<file path="src/rtl/sss_pkg.sv">
package sss_pkg;
  localparam logic RD_DATA   = 1'b0;
  localparam logic RD_STATUS = 1'b1;
  localparam int ST_NINTH = 0;
  localparam int ST_OVR   = 1;
  localparam int ST_FRM   = 2;
  localparam int ST_DONE  = 3;
endpackage

</file>
<file path="src/rtl/sss_edge_detect.sv">
module sss_edge_detect #(
  parameter int SYNC_STAGES = 2
) (
  input  logic clk,
  input  logic rst,
  input  logic sck_i,
  input  logic sd_i,
  input  logic invert,
  output logic act_edge,
  output logic sd_sync
);
  localparam int MSB = SYNC_STAGES - 1;

  logic [MSB:0] sck_sync;
  logic [MSB:0] sd_pipe;
  logic         sck_prev;

  always_ff @(posedge clk) begin
    if (rst) begin
      sck_sync <= '0;
      sd_pipe  <= '0;
      sck_prev <= 1'b0;
    end else begin
      sck_sync <= {sck_sync[MSB-1:0], sck_i};
      sd_pipe  <= {sd_pipe[MSB-1:0], sd_i};
      sck_prev <= sck_sync[MSB];
    end
  end

  // Polarity folded in before the edge compare: inverted clock turns a fall into a rise
  assign act_edge = (sck_sync[MSB] ^ invert) & ~(sck_prev ^ invert);
  assign sd_sync  = sd_pipe[MSB];
endmodule

</file>
<file path="src/rtl/sss_shifter.sv">
module sss_shifter #(
  parameter int DATA_W = 8,
  localparam int WORD_W = DATA_W + 1,
  localparam int CNT_W  = $clog2(WORD_W + 1)
) (
  input  logic              clk,
  input  logic              rst,
  input  logic              run,
  input  logic              nine,
  input  logic              act_edge,
  input  logic              sd,
  output logic              word_done,
  output logic [WORD_W-1:0] word_q,
  output logic [CNT_W-1:0]  bit_cnt
);
  logic [WORD_W-1:0] shreg;
  logic [WORD_W-1:0] assembled;
  logic [CNT_W-1:0]  last_idx;

  assign last_idx = nine ? CNT_W'(DATA_W) : CNT_W'(DATA_W - 1);

  always_comb begin
    assembled = shreg;
    assembled[bit_cnt[$clog2(WORD_W)-1:0]] = sd;
  end

  always_ff @(posedge clk) begin
    if (rst) begin
      shreg     <= '0;
      bit_cnt   <= '0;
      word_done <= 1'b0;
      word_q    <= '0;
    end else begin
      word_done <= 1'b0;
      if (!run) begin
        shreg   <= '0;
        bit_cnt <= '0;
      end else if (act_edge) begin
        if (bit_cnt == last_idx) begin
          word_done <= 1'b1;
          word_q    <= assembled;
          shreg     <= '0;
          bit_cnt   <= '0;
        end else begin
          shreg   <= assembled;
          bit_cnt <= bit_cnt + 1'b1;
        end
      end
    end
  end
endmodule

</file>
<file path="src/rtl/sss_rx_regs.sv">
module sss_rx_regs
  import sss_pkg::*;
#(
  parameter int DATA_W = 8,
  localparam int WORD_W = DATA_W + 1
) (
  input  logic              clk,
  input  logic              rst,
  input  logic              word_done,
  input  logic [WORD_W-1:0] word,
  input  logic              nine,
  input  logic              clr_err,
  input  logic              rd_stb,
  input  logic              rd_addr,
  input  logic              irq_en,
  output logic [DATA_W-1:0] rd_q,
  output logic              irq,
  output logic              rx_full,
  output logic              overrun
);
  logic [DATA_W-1:0] hold_q;
  logic              ninth_q;
  logic              data_rd;
  logic              full_eff;
  logic              load;
  logic [DATA_W-1:0] status_vec;

  assign data_rd  = rd_stb && (rd_addr == RD_DATA);
  assign full_eff = rx_full && !data_rd;
  assign load     = word_done && !full_eff;

  always_comb begin
    status_vec           = '0;
    status_vec[ST_NINTH] = ninth_q;
    status_vec[ST_OVR]   = overrun;
    status_vec[ST_FRM]   = 1'b0;
    status_vec[ST_DONE]  = rx_full;
  end

  always_ff @(posedge clk) begin
    if (rst) begin
      hold_q  <= '0;
      ninth_q <= 1'b0;
      rx_full <= 1'b0;
      overrun <= 1'b0;
      rd_q    <= '0;
      irq     <= 1'b0;
    end else begin
      if (load) begin
        hold_q  <= word[DATA_W-1:0];
        ninth_q <= nine & word[DATA_W];
      end
      rx_full <= load || full_eff;
      if (clr_err)
        overrun <= 1'b0;
      else if (word_done && full_eff)
        overrun <= 1'b1;
      if (rd_stb)
        rd_q <= data_rd ? hold_q : status_vec;
      irq <= rx_full && irq_en;
    end
  end
endmodule

</file>
<file path="src/rtl/sss_slave_rx.sv">
module sss_slave_rx #(
  parameter int DATA_W      = 8,
  parameter int SYNC_STAGES = 2
) (
  input  logic              clk,
  input  logic              rst,
  input  logic              sck_i,
  input  logic              sd_i,
  input  logic              port_en,
  input  logic              sync_mode,
  input  logic              clk_master,
  input  logic              nine_bit_en,
  input  logic              cont_rx_en,
  input  logic              single_rx_req,
  input  logic              sck_invert,
  input  logic              irq_en,
  input  logic              rd_stb,
  input  logic              rd_addr,
  output logic [DATA_W-1:0] rd_q,
  output logic              irq
);
  localparam int WORD_W = DATA_W + 1;
  localparam int CNT_W  = $clog2(WORD_W + 1);

  logic              active;
  logic              run;
  logic              act_edge;
  logic              sd_sync;
  logic              word_done;
  logic [WORD_W-1:0] word_q;
  logic [CNT_W-1:0]  bit_cnt;
  logic              rx_full;
  logic              overrun;
  logic              unused_req;

  // The single-receive request does not take part in slave reception
  assign unused_req = single_rx_req;

  assign active = port_en && sync_mode && !clk_master;
  assign run    = active && cont_rx_en && !overrun;

  sss_edge_detect #(.SYNC_STAGES(SYNC_STAGES)) u_edge (
    .clk      (clk),
    .rst      (rst),
    .sck_i    (sck_i),
    .sd_i     (sd_i),
    .invert   (sck_invert),
    .act_edge (act_edge),
    .sd_sync  (sd_sync)
  );

  sss_shifter #(.DATA_W(DATA_W)) u_shift (
    .clk       (clk),
    .rst       (rst),
    .run       (run),
    .nine      (nine_bit_en),
    .act_edge  (act_edge),
    .sd        (sd_sync),
    .word_done (word_done),
    .word_q    (word_q),
    .bit_cnt   (bit_cnt)
  );

  sss_rx_regs #(.DATA_W(DATA_W)) u_regs (
    .clk       (clk),
    .rst       (rst),
    .word_done (word_done),
    .word      (word_q),
    .nine      (nine_bit_en),
    .clr_err   (!(active && cont_rx_en)),
    .rd_stb    (rd_stb),
    .rd_addr   (rd_addr),
    .irq_en    (irq_en),
    .rd_q      (rd_q),
    .irq       (irq),
    .rx_full   (rx_full),
    .overrun   (overrun)
  );
endmodule

</file>
<file path="config.mk">
export PLATFORM = sky130hd
export DESIGN_NAME = sss_slave_rx
export DESIGN_NICKNAME = d
export VERILOG_FILES = /design/src/rtl/sss_pkg.sv /design/src/rtl/sss_edge_detect.sv /design/src/rtl/sss_shifter.sv /design/src/rtl/sss_rx_regs.sv /design/src/rtl/sss_slave_rx.sv
export SDC_FILE = /design/constraint.sdc
export NUM_CORES = 1
export LEC_CHECK = 0
export ABC_AREA = 1
export BUFFER_PORTS_ARGS = -buffer_cell sky130_fd_sc_hd__buf_2
export CORE_MARGIN = 2
export CORE_UTILIZATION = 45
export CTS_BUF_LIST = sky130_fd_sc_hd__clkbuf_8 sky130_fd_sc_hd__clkbuf_16
export DETAILED_ROUTE_END_ITERATION = 12
export PLACE_DENSITY = 0.68
export SKIP_CTS_REPAIR_TIMING = 1
export SLEW_MARGIN = 40
export SYNTH_ARGS = -nofsm -noshare
export SYNTH_HDL_FRONTEND = slang
export SYNTH_HIERARCHICAL = 1
export SYNTH_SLANG_ARGS = --single-unit
</file>
<file path="constraint.sdc">
create_clock -name clk -period 3.2 [get_ports clk]
set_input_delay 0.32 -clock clk [delete_from_list [all_inputs] [get_ports clk]]
set_output_delay 0.32 -clock clk [all_outputs]
set_load 0.01 [all_outputs]
</file>
==> impl_metrics.json <==
{
  "io_pins": 23,
  "dr_total_vias": 1891,
  "grtUsageTotal_pct": 16.6,
  "synth-async-reset-ratio_pct": 0,
  "port_buffers": 21,
  "max_freq_ghz": 0.601,
  "drive_gt1_share_pct": 16.5,
  "drc_errors": 0,
  "leakagePower_nw": 1.03,
  "hp-class": "in -> reg",
  "cts-htree-levels": 2,
  "synthesis.area_sq_mm": 0.00233,
  "clkSinkCount": 48,
  "crit_fanout": 18,
  "r2r-end": "u_shift/word_q[2]$_SDFFE_PP0P_",
  "first_iter_violations": 67,
  "cts-buffers-inserted": 5,
  "synth_common_cells": "nor2_1 (64), nand2_1 (61), dfxtp_1 (48), inv_1 (36), a21oi_1 (31)",
  "worstRegToRegCells": 10,
  "max-cap-violations": 0,
  "clockRootBuffer": "clkbuf_8",
  "endpoint": "u_shift/word_q[2]$_SDFFE_PP0P_",
  "synth_area_leaders": "dfxtp_1 (41%), nor2_1 (10%), nand2_1 (9.8%)",
  "wl_per_cell_um": 10.6,
  "setup_viol": 0,
  "antenna_cells": 0,
  "core.rowCount": 26,
  "syn-num-nets": 342,
  "ir_worst_vdd_uv": 229,
  "status": "complete, no violations",
  "p_per_area_mw_per_mm2": 441,
  "synth_top_area_share_pct": 41.2,
  "crit_arrival_ps": 1870,
  "hold_viol": 0,
  "grt_pass1_vias": 1794,
  "die_w_um": 76.0,
  "ys_ff_latch": 48,
  "fp.dieH_um": 76.0,
  "crit_start": "u_edge/sck_sync[1]$_SDFF_PP0_",
  "rrSetupSlack_ps": 1540,
  "finalSetupTns_ps": 0,
  "place.gp.congestion": 0.775,
  "worst_slew_pin_slew_ps": 557,
  "routed_wl_um": 4330,
  "final_antenna_net_count": 0,
  "clk_latency_ps": 300,
  "period_minus_slack_ps": 1660,
  "path_clk_slew_ps": 90,
  "grt_max_degree": 21,
  "firstDrtPassIters": 4,
  "dpl_worst_slack_ps": 1430,
  "start_kind": "flip-flop",
  "cts_tree": "done",
  "fin_ws_ps": 1540,
  "initial_core_util_pct": 46.3,
  "post-route-util_pct": 50.1,
  "synth_edf_count": 0,
  "slew_violations": 0,
  "finalInstanceArea_sq_mm": 0.00253,
  "stdcell_count": 409,
  "grt_antenna_before_repair": 0,
  "coreArea_sq_mm": 0.00504,
  "placedInstanceArea_sq_mm": 0.00241,
  "rr_startpoint": "u_edge/sck_sync[1]$_SDFF_PP0_",
  "ys_warn_count": 6,
  "slew_headroom_pct": 62.8,
  "min_period_over_period_pct": 52.0,
  "overflow": 0,
  "via_per_inst": 4.62,
  "area_delta_synth_final_pct": 8.36,
  "finalPower_mw": 1.12,
  "synth_ff_type": "dfxtp_1",
  "finalNetCount": 356,
  "ys_seq_area_share_pct": 41.2,
  "rsz0062_at_grt": "false",
  "critical_path_class": "reg -> reg",
  "dieArea_sq_mm": 0.00578,
  "cts_buffer_depth": 2,
  "skew_ps": 4.81,
  "placed_cells": 401,
  "synth_cells": 324,
  "syn_avg_cell_area_sq_um": 7.20,
  "synth.distinct_cells": 26,
  "required_ps": 3400,
  "crit_path_end_kind": "flip-flop",
  "hold_ws_ps": 211,
  "grt_pass1_wl_um": 7890,
  "yosysTopAreaCell": "dfxtp_1",
  "yosys.cell_count.top_type": "nor2_1",
  "dp_hpwl_um": 2950
}
[worst min path at each step]
stage | from | end | depth (start not counted)
floorplan | u_edge/sck_sync[0]$_SDFF_PP0_ | u_edge/sck_sync[1]$_SDFF_PP0_ | 2
global placement | u_edge/sd_pipe[0]$_SDFF_PP0_ | u_edge/sd_pipe[1]$_SDFF_PP0_ | 2
detailed placement | u_edge/sck_sync[0]$_SDFF_PP0_ | u_edge/sck_sync[1]$_SDFF_PP0_ | 2
CTS | sd_i | u_edge/sd_pipe[0]$_SDFF_PP0_ | 3
global route | sd_i | u_edge/sd_pipe[0]$_SDFF_PP0_ | 3
finish | sd_i | u_edge/sd_pipe[0]$_SDFF_PP0_ | 3
[logic make-up after synthesis]
logic type | share of synthesized area [%]
AO/OA/AOI/OAI | 9.01
flip-flops | 41.2
AND/OR/NAND/NOR | 35.9
adder cells (fa/ha/maj) | 2.14
buffers and inverters | 11.7
[report_power, final]
part           switching [mW]  leakage, nW  internal (mW)
combinational          0.0331        0.585         0.0155
sequential            0.00232        0.388          0.601
clock                   0.208       0.0614          0.256
[sequential cells by signal, summed over array words and instances (netlist names)]
signal / flops
u_edge/sck_prev: 1
u_regs/rd_q: 8
u_shift/word_q: 9
u_shift/bit_cnt: 4
u_edge/sck_sync: 2
u_shift/shreg: 9
u_regs/rx_full: 1
u_shift/word_done: 1
u_regs/hold_q: 8
u_regs/overrun: 1
u_edge/sd_pipe: 2
u_regs/irq: 1
u_regs/ninth_q: 1
[layout make-up]
cell class | instances | area, sq um
fillers | 518 | 2510
clock buffers | 6 | 82.6
well taps | 70 | 87.6
repair buffers | 21 | 105
flip-flops and latches | 48 | 962
clock inverters | 2 | 38.8
inverters | 41 | 154
multi-input cells | 221 | 1100
[layout by cell type, fill, tap and decap left out]
cell type / count
nand2_4: 3
o211ai_1: 2
nand2_1: 61
nand3_1: 26
inv_1: 36
inv_2: 4
nor3b_2: 1
dfxtp_1: 47
bufinv_16: 1
nor2_1: 64
clkbuf_8: 6
buf_2: 21
a21oi_1: 31
ha_1: 4
or2_2: 2
nand2_2: 2
nand3_4: 1
dfxtp_2: 1
o21ai_0: 8
nor3_2: 1
nor2_4: 2
clkinv_4: 1
nor3_1: 1
nand4_1: 2
nand3_2: 10
clkinv_1: 1
[routing by layer]
layer	wire, um	vias to the layer above	part of all wire [%]	GRT usage, %
met2	2060	33	48	28.5
met4	25	0	0.58	5.45
li1	-	1037	-	-
met3	181	2	4.2	5.33
met5	0	-	0	0
met1	2060	819	48	19.8
[critical path, cell delays in order, from the launching register on]
cell	delay, ps
dfxtp_1	320
inv_1	60
nand2_1	50
nand2_1	50
nand2_1	50
inv_1	410
nand2_1	130
inv_2	260
nand3_1	120
nand2_1	70
nor2_1	40
(Power assumes the default switching activity.)
